**src/rtl/mdio_pkg.sv**
```systemverilog
package mdio_pkg;
  localparam int PHY_W        = 5;
  localparam int PRE_BITS     = 32;
  localparam int FRAME_BITS   = 64;
  localparam int RD_DRIVE     = 46;
  localparam int ACK_POS      = 47;
  localparam int DATA_POS     = 48;
  localparam int CNT_W        = $clog2(FRAME_BITS);

  localparam int OFS_VER   = 0;
  localparam int OFS_CTRL  = 1;
  localparam int OFS_ALIVE = 2;
  localparam int OFS_CMD   = 3;

  typedef enum logic [1:0] {S_IDLE, S_USER, S_SCAN} sched_t;

  typedef struct packed {
    logic             wr;
    logic [PHY_W-1:0] phy;
    logic [PHY_W-1:0] regad;
    logic [15:0]      data;
  } mdio_cmd_t;
endpackage

```
**src/rtl/mdio_clkdiv.sv**
```systemverilog
module mdio_clkdiv #(
  parameter int DIV_W = 16
) (
  input  logic             clk,
  input  logic             rst,
  input  logic [DIV_W-1:0] div,
  output logic             mdc,
  output logic             fall_tick,
  output logic             rise_tick
);
  logic [DIV_W-1:0] cnt;
  logic [DIV_W-1:0] lim;
  logic [DIV_W:0]   span;
  logic [DIV_W:0]   half;
  logic [DIV_W:0]   cnt_nx;

  assign lim       = (div == '0) ? DIV_W'(1) : div;
  assign span      = {1'b0, lim} + 1'b1;
  assign half      = span >> 1;
  assign cnt_nx    = {1'b0, cnt} + 1'b1;
  assign fall_tick = (cnt >= lim);
  assign rise_tick = !fall_tick && (cnt_nx == half);

  always_ff @(posedge clk) begin
    if (rst) begin
      cnt <= '0;
      mdc <= 1'b0;
    end else if (fall_tick) begin
      cnt <= '0;
      mdc <= 1'b0;
    end else begin
      cnt <= cnt_nx[DIV_W-1:0];
      if (rise_tick) mdc <= 1'b1;
    end
  end
endmodule

```
**src/rtl/mdio_frame.sv**
```systemverilog
module mdio_frame
  import mdio_pkg::*;
(
  input  logic        clk,
  input  logic        rst,
  input  logic        fall_tick,
  input  logic        rise_tick,
  input  logic        mdc,
  input  logic        req,
  input  mdio_cmd_t   cmd,
  input  logic        mdi,
  output logic        mdo,
  output logic        oe,
  output logic        active,
  output logic        done,
  output logic        ack,
  output logic [15:0] rdata
);
  logic [FRAME_BITS-1:0] sh;
  logic [FRAME_BITS-1:0] frame_w;
  logic [CNT_W-1:0]      bitcnt;
  logic [CNT_W:0]        bit_nx;
  logic                  is_rd;

  assign frame_w = {{PRE_BITS{1'b1}}, 2'b01,
                    cmd.wr ? 2'b01 : 2'b10,
                    cmd.phy, cmd.regad,
                    cmd.wr ? 2'b10 : 2'b11,
                    cmd.wr ? cmd.data : 16'hFFFF};
  assign bit_nx = {1'b0, bitcnt} + 1'b1;

  always_ff @(posedge clk) begin
    if (rst) begin
      sh     <= '0;
      bitcnt <= '0;
      is_rd  <= 1'b0;
      active <= 1'b0;
      done   <= 1'b0;
      mdo    <= 1'b1;
      oe     <= 1'b0;
      ack    <= 1'b0;
      rdata  <= '0;
    end else begin
      done <= 1'b0;
      if (fall_tick) begin
        if (active) begin
          if (bitcnt == CNT_W'(FRAME_BITS-1)) begin
            active <= 1'b0;
            oe     <= 1'b0;
            mdo    <= 1'b1;
            done   <= 1'b1;
          end else begin
            bitcnt <= bit_nx[CNT_W-1:0];
            sh     <= sh << 1;
            mdo    <= sh[FRAME_BITS-2];
            oe     <= !is_rd || (bit_nx < (CNT_W+1)'(RD_DRIVE));
          end
        end else if (req && !done) begin
          active <= 1'b1;
          bitcnt <= '0;
          sh     <= frame_w;
          mdo    <= frame_w[FRAME_BITS-1];
          oe     <= 1'b1;
          is_rd  <= !cmd.wr;
          ack    <= 1'b0;
        end
      end
      if (rise_tick && active && is_rd) begin
        if (bitcnt == CNT_W'(ACK_POS)) ack <= !mdi;
        if (bitcnt >= CNT_W'(DATA_POS)) rdata <= {rdata[14:0], mdi};
      end
    end
  end

  // line released from first turnaround bit of a read
  p_release_ta_r4: assert property (@(posedge clk) disable iff (rst)
    (active && is_rd && bitcnt >= CNT_W'(RD_DRIVE)) |-> !oe);

  // MDIO output moves only with a falling MDC
  p_mdo_on_fall_r3: assert property (@(posedge clk) disable iff (rst)
    (!$stable(mdo) && !$past(rst)) |-> $fell(mdc));

  // completion is a single-cycle pulse
  p_done_pulse_r3: assert property (@(posedge clk) disable iff (rst)
    done |=> !done);
endmodule

```
**src/rtl/mdio_sched.sv**
```systemverilog
module mdio_sched
  import mdio_pkg::*;
#(
  parameter logic [PHY_W-1:0] SCAN_REG = 5'd1
) (
  input  logic              clk,
  input  logic              rst,
  input  logic              en,
  input  logic              user_go,
  input  mdio_cmd_t         user_cmd,
  input  logic              frm_done,
  input  logic              frm_ack,
  output logic              req,
  output mdio_cmd_t         cmd,
  output logic              user_done,
  output logic              idle,
  output logic [(1<<PHY_W)-1:0] alive
);
  sched_t           state;
  logic [PHY_W-1:0] scan_addr;

  assign req       = (state != S_IDLE);
  assign idle      = (state == S_IDLE);
  assign user_done = (state == S_USER) && frm_done;

  always_comb begin
    if (state == S_USER) cmd = user_cmd;
    else begin
      cmd       = '0;
      cmd.phy   = scan_addr;
      cmd.regad = SCAN_REG;
    end
  end

  always_ff @(posedge clk) begin
    if (rst) begin
      state     <= S_IDLE;
      scan_addr <= '0;
      alive     <= '0;
    end else begin
      case (state)
        S_IDLE: begin
          if (user_go) state <= S_USER;
          else if (en) state <= S_SCAN;
        end
        S_USER: if (frm_done) state <= S_IDLE;
        S_SCAN: begin
          if (frm_done) begin
            alive[scan_addr] <= frm_ack;
            scan_addr        <= scan_addr + 1'b1;
            state            <= S_IDLE;
          end
        end
        default: state <= S_IDLE;
      endcase
    end
  end

  // a pending command takes the next free slot
  p_user_first_r8: assert property (@(posedge clk) disable iff (rst)
    (state == S_IDLE && user_go) |=> state == S_USER);

  // no scan issued while disabled
  p_scan_needs_en_r9: assert property (@(posedge clk) disable iff (rst)
    (state == S_IDLE && !en && !user_go) |=> state == S_IDLE);
endmodule

```
**src/rtl/mdio_master.sv**
```systemverilog
module mdio_master
  import mdio_pkg::*;
#(
  parameter int              ADDR_W    = 4,
  parameter int              DIV_W     = 16,
  parameter logic [DIV_W-1:0] DIV_RST  = 16'd63,
  parameter logic [7:0]      VER_MAJOR = 8'd1,
  parameter logic [7:0]      VER_MINOR = 8'd7,
  parameter logic [PHY_W-1:0] SCAN_REG = 5'd1
) (
  input  logic              clk,
  input  logic              rst,
  input  logic              reg_wr,
  input  logic              reg_rd,
  input  logic [ADDR_W-1:0] reg_addr,
  input  logic [31:0]       reg_wdata,
  output logic [31:0]       reg_rdata,
  output logic              mdc,
  output logic              mdio_o,
  output logic              mdio_oe,
  input  logic              mdio_i
);
  localparam logic [ADDR_W-1:0] A_VER   = ADDR_W'(OFS_VER);
  localparam logic [ADDR_W-1:0] A_CTRL  = ADDR_W'(OFS_CTRL);
  localparam logic [ADDR_W-1:0] A_ALIVE = ADDR_W'(OFS_ALIVE);
  localparam logic [ADDR_W-1:0] A_CMD   = ADDR_W'(OFS_CMD);

  logic             en_q;
  logic [DIV_W-1:0] div_q;
  logic             go_q;
  logic             ack_q;
  mdio_cmd_t        ucmd_q;
  logic             fall_tick, rise_tick;
  logic             frm_req, frm_active, frm_done, frm_ack;
  logic [15:0]      frm_rdata;
  mdio_cmd_t        frm_cmd;
  logic             user_done, sched_idle;
  logic [(1<<PHY_W)-1:0] alive;
  logic             unused_wbits;

  assign unused_wbits = ^{reg_wdata[29:26]};

  mdio_clkdiv #(.DIV_W(DIV_W)) u_div (
    .clk(clk), .rst(rst), .div(div_q),
    .mdc(mdc), .fall_tick(fall_tick), .rise_tick(rise_tick)
  );

  mdio_sched #(.SCAN_REG(SCAN_REG)) u_sched (
    .clk(clk), .rst(rst), .en(en_q), .user_go(go_q), .user_cmd(ucmd_q),
    .frm_done(frm_done), .frm_ack(frm_ack), .req(frm_req), .cmd(frm_cmd),
    .user_done(user_done), .idle(sched_idle), .alive(alive)
  );

  mdio_frame u_frame (
    .clk(clk), .rst(rst), .fall_tick(fall_tick), .rise_tick(rise_tick),
    .mdc(mdc), .req(frm_req), .cmd(frm_cmd), .mdi(mdio_i),
    .mdo(mdio_o), .oe(mdio_oe), .active(frm_active), .done(frm_done),
    .ack(frm_ack), .rdata(frm_rdata)
  );

  always_ff @(posedge clk) begin
    if (rst) begin
      en_q   <= 1'b0;
      div_q  <= DIV_RST;
      go_q   <= 1'b0;
      ack_q  <= 1'b0;
      ucmd_q <= '0;
    end else begin
      if (reg_wr && reg_addr == A_CTRL) begin
        en_q  <= reg_wdata[30];
        div_q <= reg_wdata[DIV_W-1:0];
      end
      if (user_done) begin
        go_q <= 1'b0;
        if (!ucmd_q.wr) begin
          ucmd_q.data <= frm_rdata;
          ack_q       <= frm_ack;
        end
      end else if (reg_wr && reg_addr == A_CMD && reg_wdata[31] && !go_q) begin
        go_q         <= 1'b1;
        ack_q        <= 1'b0;
        ucmd_q.wr    <= reg_wdata[30];
        ucmd_q.regad <= reg_wdata[25:21];
        ucmd_q.phy   <= reg_wdata[20:16];
        ucmd_q.data  <= reg_wdata[15:0];
      end
    end
  end

  always_ff @(posedge clk) begin
    if (rst) reg_rdata <= '0;
    else if (reg_rd) begin
      case (reg_addr)
        A_VER:   reg_rdata <= {16'h0, VER_MAJOR, VER_MINOR};
        A_CTRL:  reg_rdata <= {sched_idle, en_q, {(30-DIV_W){1'b0}}, div_q};
        A_ALIVE: reg_rdata <= 32'(alive);
        A_CMD:   reg_rdata <= {go_q, ucmd_q.wr, ack_q, 3'b000,
                               ucmd_q.regad, ucmd_q.phy, ucmd_q.data};
        default: reg_rdata <= '0;
      endcase
    end
  end

  // idle never reported while the frame engine runs
  p_idle_vs_active_r9: assert property (@(posedge clk) disable iff (rst)
    frm_active |-> !sched_idle);

  // start flag drops only on a command completion
  p_go_clear_r5: assert property (@(posedge clk) disable iff (rst)
    $fell(go_q) |-> $past(user_done));
endmodule

```
**config.mk**
```make
export PLATFORM = sky130hd
export DESIGN_NAME = mdio_master
export DESIGN_NICKNAME = d
export VERILOG_FILES = /design/src/rtl/mdio_pkg.sv /design/src/rtl/mdio_clkdiv.sv /design/src/rtl/mdio_frame.sv /design/src/rtl/mdio_sched.sv /design/src/rtl/mdio_master.sv
export SDC_FILE = /design/constraint.sdc
export NUM_CORES = 1
export LEC_CHECK = 0
export BUFFER_PORTS_ARGS = -buffer_cell sky130_fd_sc_hd__buf_2
export CAP_MARGIN = 30
export CORE_MARGIN = 2
export CORE_UTILIZATION = 50
export CTS_CLUSTER_DIAMETER = 120
export DETAILED_ROUTE_END_ITERATION = 6
export GPL_TIMING_DRIVEN = 0
export PLACE_DENSITY_LB_ADDON = 0.2
export RECOVER_POWER = 100
export SLEW_MARGIN = 15
export SYNTH_ARGS = -nofsm -noshare
export SYNTH_HDL_FRONTEND = slang
export SYNTH_HIERARCHICAL = 1
export SYNTH_SLANG_ARGS = --single-unit
```
**constraint.sdc**
```tcl
create_clock -name clk -period 6.25 [get_ports clk]
set_clock_uncertainty 0.05 [all_clocks]
set_input_delay 0.3125 -clock clk [delete_from_list [all_inputs] [get_ports clk]]
set_output_delay 0.3125 -clock clk [all_outputs]
set_load 0.03 [all_outputs]
```
# After elaboration in Yosys (flattened, before gate mapping)
# Index checks and enable logic that the tools add are counted.
dict set report totals {
  reg_bits 225
  in_bits 41
  output_inout_bits 35
  wordCells 121
}
dict set report op_classes {
  add_sub_neg 4
  magnitude_cmp 5
  eq_ne 12
  n_mux 39
  n_bitwise 3
  n_reduce_logical 35
}
# operator count
set op_table {}
lappend op_table {{$mux 63} 3}
lappend op_table {{$pmux 32 s4} 1}
lappend op_table {{$mux 16} 5}
lappend op_table {{$add 16x1->17 const B} 2}
lappend op_table {{$bwmux 32} 1}
lappend op_table {{$mux 27} 1}
lappend op_table {{$mux 1} 19}
lappend op_table {{$mux 6} 3}
lappend op_table {{$eq 17x16->1} 1}
lappend op_table {{$ge 16x16->1} 1}
lappend op_table {{$logic_not 16->1} 1}
lappend op_table {{$eq 6x6->1 const B} 2}
lappend op_table {{$reduce_and 2->1} 6}
lappend op_table {{$logic_and 1x1->1} 10}
lappend op_table {{$eq 4x2->1 const B} 2}
lappend op_table {{$mux 2} 4}
lappend op_table {{$add 6x1->7 const B} 1}
lappend op_table {{$lt 7x6->1 const B} 1}
lappend op_table {{$ge 6x6->1 const B} 1}
lappend op_table {{$logic_not 1->1} 6}
lappend op_table {{$lt 5x6->1 const B} 1}
lappend op_table {{$reduce_and 3->1} 2}
lappend op_table {{$reduce_bool 2->1} 3}
lappend op_table {{$reduce_or 2->1} 3}
lappend op_table {{other kinds (15)} 18}

# Depth between registers and ports, before layout
dict set report logic_depth {
  ltp_word 8
  ltp_mapped 17
  depth_no_buf 16
}

# Hierarchy
# The synthesis kept the hierarchy.
# module n_inst cells_each area_per_inst_um2 seq_area_each_um2
set by_module_without_submodules {}
lappend by_module_without_submodules {mdio_frame 1 409 3673.5 1821.7}
lappend by_module_without_submodules {mdio_master 1 377 3649.8 1561.5}
lappend by_module_without_submodules {mdio_sched 1 233 2090.8 780.7}
lappend by_module_without_submodules {mdio_clkdiv 1 221 1751.7 340.3}

# Worst setup path before layout
# No wires, ideal clock.
dict set report synth_timing {
  path_kind {reg-to-reg}
  startpoint {reg div_q[8]}
  endpoint {reg u_frame.rdata[10]}
  setup_ps 70
  arrival_time_ps 3237
  t_required_ps 6130
  slack_ps 2892
  stages_incl_launch_ff 17
  n_path_buf 1
  period_less_slack_ps 3358
  path_cell_list {dfxtp_1 > nor4_1 > a41o_1 > ha_1 > nand3_2 > or3_4 > a22oi_2 > o21ai_1 > o21a_1 > a2111oi_2 > o2111ai_1 > nor2_1 > nand4_1 > nor2_1 > buf_2 > nand2_1 > a21oi_1}
}
dict set report synth_via {
  elab_chain_len 8
  elab_cells_between_ends 10
  cone_classes {1 x add/sub; 1 x order compare; 1 x eq/ne; 1 x mux; 6 x reduce/logical}
}
# item line
set synth_rtl {}
lappend synth_rtl {{start, declared} mdio_master.sv:29} ;# logic [DIV_W-1:0] div_q;
lappend synth_rtl {{start signal, assigned} mdio_master.sv:71} ;# div_q <= reg_wdata[DIV_W-1:0];
lappend synth_rtl {{$logic_not 16->1} mdio_clkdiv.sv:17} ;# assign lim = (div == '0) ? DIV_W'(1) : div;
lappend synth_rtl {{$mux 16 (*)} mdio_clkdiv.sv:17}
lappend synth_rtl {{$add 16x1->17 / $ge 16x16->1 (equally long branches)} {mdio_clkdiv.sv:18, mdio_clkdiv.sv:21}}
lappend synth_rtl {{$eq 17x16->1 / $logic_not 1->1 (equally long branches)} mdio_clkdiv.sv:22} ;# assign rise_tick = !fall_tick && (cnt_nx == half);
lappend synth_rtl {{$logic_and 1x1->1 (*)} mdio_clkdiv.sv:22}
lappend synth_rtl {{named net rise_tick} mdio_master.sv:33} ;# logic fall_tick, rise_tick;
lappend synth_rtl {{$logic_and 1x1->1 (*) (2 in series)} mdio_frame.sv:68} ;# if (rise_tick && active && is_rd) begin
lappend synth_rtl {{$reduce_and 2->1 (no line) (*)} -}
lappend synth_rtl {{end signal, assigned} mdio_frame.sv:70} ;# if (bitcnt >= CNT_W'(DATA_POS)) rdata <= {rdata[14:0], mdi};
lappend synth_rtl {{end, declared} mdio_frame.sv:17} ;# output logic [15:0] rdata
# The timed path passes the listed nets; every way through them passes the cells marked *.
# A chain may end at the register's enable or synchronous reset.

# Worst setup path after layout
dict set report layout_timing {
  startpoint {reg div_q[4]}
  endpoint {reg u_frame.rdata[8]}
}
# The elaborated chain is that of the path after synthesis.

==> results by group <==
Synth
  • Post-synth top area cell: dfxtp_1
  • Synthesized Nets: 1308
  • Area contributors post-synth: dfxtp_1 40%, mux2i_1 6.5%, nor2_1 4.4%
  • Unique masters post-synth: 79
  • Post-synth top cells: 225 x dfxtp_1, 130 x nor2_1, 125 x nand2_1
  • Async set or reset register ratio after synthesis: 0
  • Post-synth EDFFs: 0
  • Synthesized flop and latch total: 225
  • Synth top area share: 0.403
  • Top FF cell, synth: dfxtp_1
  • Avg Synthesized Cell Area: 9.00 um^2
  • Synth Warn #: 6
  • Most common cell in the synthesized netlist: dfxtp_1
  • Syn Inst Count: 1240
  • Mapped Area: 0.0112 mm^2
  • Sequential area share after synthesis: 0.403

Timing
  • Setup TNS: 0 ps
  • Fin. Hold Viols: 0
  • Crit share post-route: 0.755
  • Unrepaired setup endpoints after global routing: false
  • # setup viols final: 0
  • Worst slew pin tran: 1240 ps
  • Max Fclk: 212 MHz
  • WHS: 28.3 ps
  • Slew headroom: 0.159
  • Period minus WS final: 4720 ps
  • Final Max Tran Viols: 0

Global routing
  • Total Routing Usage GR: 0.248
  • Initial antenna violation count: 0
  • Largest net degree at the start of global routing: 14
  • Vias in the first global route: 8870
  • Aggregate global routing overflow: 0
  • First-pass GRT wire length: 47.5 mm

Routing
  • First drt pass iteration count: 7
  • Final Routed Wirelength: 29.6 mm
  • # DRC: 2
  • DRT iter0 DRCs: 574
  • Drt via density: 5.59
  • Drt wl/cell: 18.0 um
  • Vias: 9203
  • Antenna viol nets, final: 0

Finish
  • Final core utilization: 0.572
  • FILL cells: 2018
  • Seq. cell area: 0.00450 mm^2
  • Diode count: 0
  • Design area: 0.0125 mm^2
  • Multi-input logic area: 0.00583 mm^2
  • Area growth from synthesis to layout: 12.2%
  • Final #Nets: 1415
  • Fraction of layout cells with a size suffix above 1: 0.127

Power and ir drop
  • Combinational power share: 0.047
  • Proportion of power drawn by flip-flops and latches: 0.458
  • Static Leak: 4.81 nW
  • Final Total Pwr: 3.17 mW
  • P_sw: 717 uW
  • Pwr dens: 253 mW/mm^2
  • Clk network pwr share: 0.495
  • Sw Share: 0.226
  • P_int: 2.46 mW
  • Peak VDD IR: 0.210 mV

Floorplanning
  • Top Ports: 76
  • Chip Width: 153 um
  • Die Ht: 153 um
  • Site Rows: 54
  • Die ar.: 0.0235 mm^2
  • Core Area: 0.0219 mm^2
  • Initial core utilization: 0.510

Clocking
  • TritonCTS clock tree: yes
  • CTS Sinks: 225
  • Clock slew at reported path FFs: 60 ps
  • Post-CTS Setup Inserts: 0
  • Maximum clock insertion buffer count: 3
  • Clk_lat worst skew: 530 ps
  • TritonCTS buffer count: 25
  • H-tree Lvls: 1
  • Clock root cell: clkbuf_16
  • Post-CTS sizing: 0

Critical path
  • CP arrival: 5120 ps
  • Crit-path max FO: 10
  • Kind of critical path: register to register
  • Crit. End Element: register
  • Setup slack, reg-to-reg: 1530 ps
  • R2R depth: 16
  • Startpoint types: register
  • Required time of the critical path: 6650 ps

Place
  • Placed instance area: 0.0119 mm^2
  • IO Port Bufs: 70
  • Post-DP HPWL: 21.7 mm
  • GPL Wtd Cong: 0.858

Outcome
  • Status: finished, violations left
  • Failing checks: DRC

Flow run
  • Max cap viols: 0

Worst hold path
  • Hold WC Path Type: input pin to register
  • Worst hold path cell count: 3
power by group through the flow:
stage	registers [mW]	clock network [mW]	logic, mW
5_1_grt	1.45	1.65	0.161
2_1_floorplan	1.48	0	0.0940
3_3_place_gp	1.48	0	0.148
3_5_place_dp	1.48	0	0.149
6_report	1.45	1.57	0.150
4_1_cts	1.45	1.60	0.155
critical path: stages, from the launching register on:
cell and delay [ps]:
dfxtp_1 410, nor4_1 350, a41o_1 260, ha_1 180, nand3_1 190, or3_1 450, a22oi_2 190, o21ai_0 110
o21a_1 110, a2111oi_0 540, o2111ai_1 250, nor2_1 290, nand4_1 150, nor2_1 430, clkbuf_1 410, nand2_1 120
a21oi_1 140
path summary, 6_finish.rpt:
path                                        startpoint                            end
worst max register to register   div_q[4]$_SDFFE_PP1P_  u_frame/rdata[8]$_SDFFE_PP0P_
worst min-delay path                      reg_wdata[8]          div_q[8]$_SDFFE_PP0P_
worst min register to register  u_div/mdc$_SDFFE_PP0P_         u_div/mdc$_SDFFE_PP0P_
worst max-delay path             div_q[4]$_SDFFE_PP1P_  u_frame/rdata[8]$_SDFFE_PP0P_
sequential cells by signal, indices dropped and copies added (netlist names), 6 cells and up:
register        cells
u_frame/sh         63
u_sched/alive      32
reg_rdata          32
ucmd_q             27
u_div/cnt          16
div_q              16
u_frame/bitcnt      6
u_frame/rdata      16
through the flow:
| stage | setup WS [ps] | cells |
|---|---|---|
| 2_1_floorplan | 2890 | 1240 |
| 3_3_place_gp | 2090 | 1590 |
| 3_5_place_dp | 2040 | 1590 |
| 4_1_cts | 2030 | 1646 |
| 5_1_grt | 1210 | 1646 |
| 6_report | 1530 | 1646 |
repair_timing:
item / in CTS / in global routing
setup endpoints to repair: 0 / 0
endpoints found under the hold margin: 10 / 0
hold buffers: 10 / 0
kinds of logic (layout without fill, tap and decap cells):
| kind of cell | count (synthesis) | in the layout | synth area share |
|---|---|---|---|
| buf+inv | 122 | 248 | 0.0607 |
| fa+ha+maj | 27 | 27 | 0.0303 |
| flops | 225 | 225 | 0.403 |
| xor+xnor | 35 | 35 | 0.0300 |
| simple gates | 472 | 472 | 0.225 |
| mux | 94 | 94 | 0.0867 |
| compound gates | 265 | 265 | 0.164 |
layer usage:
metal  routed length [um]  global-route usage  vias up
li1                     -                   -     4599
met1                13500               0.338     4307
met2                13600               0.405      234
met3                 1400              0.0343       63
met4                 1050              0.0874        0
met5                    0                   0        -
area by class of cell:
class	instances	area share
multi-input combinational	893	0.465
clock inverter	13	0.0143
timing repair buffer	80	0.0324
sequential	225	0.359
clock buffer	33	0.0563
inverter	31	0.00929
tap	280	0.0280
buffer	91	0.0354
placed cells by master (no fill, tap or decap), drive strengths merged, types with 45 or more instances in the layout:
cell	count
clkbuf	130
nor2	131
nand2	126
o21ai	63
a21oi	64
nand2b	49
buf	64
a211oi	45
mux2i	72
nand3	46
dfxtp	225
Note: power is estimated with default switching activity, not from simulation.
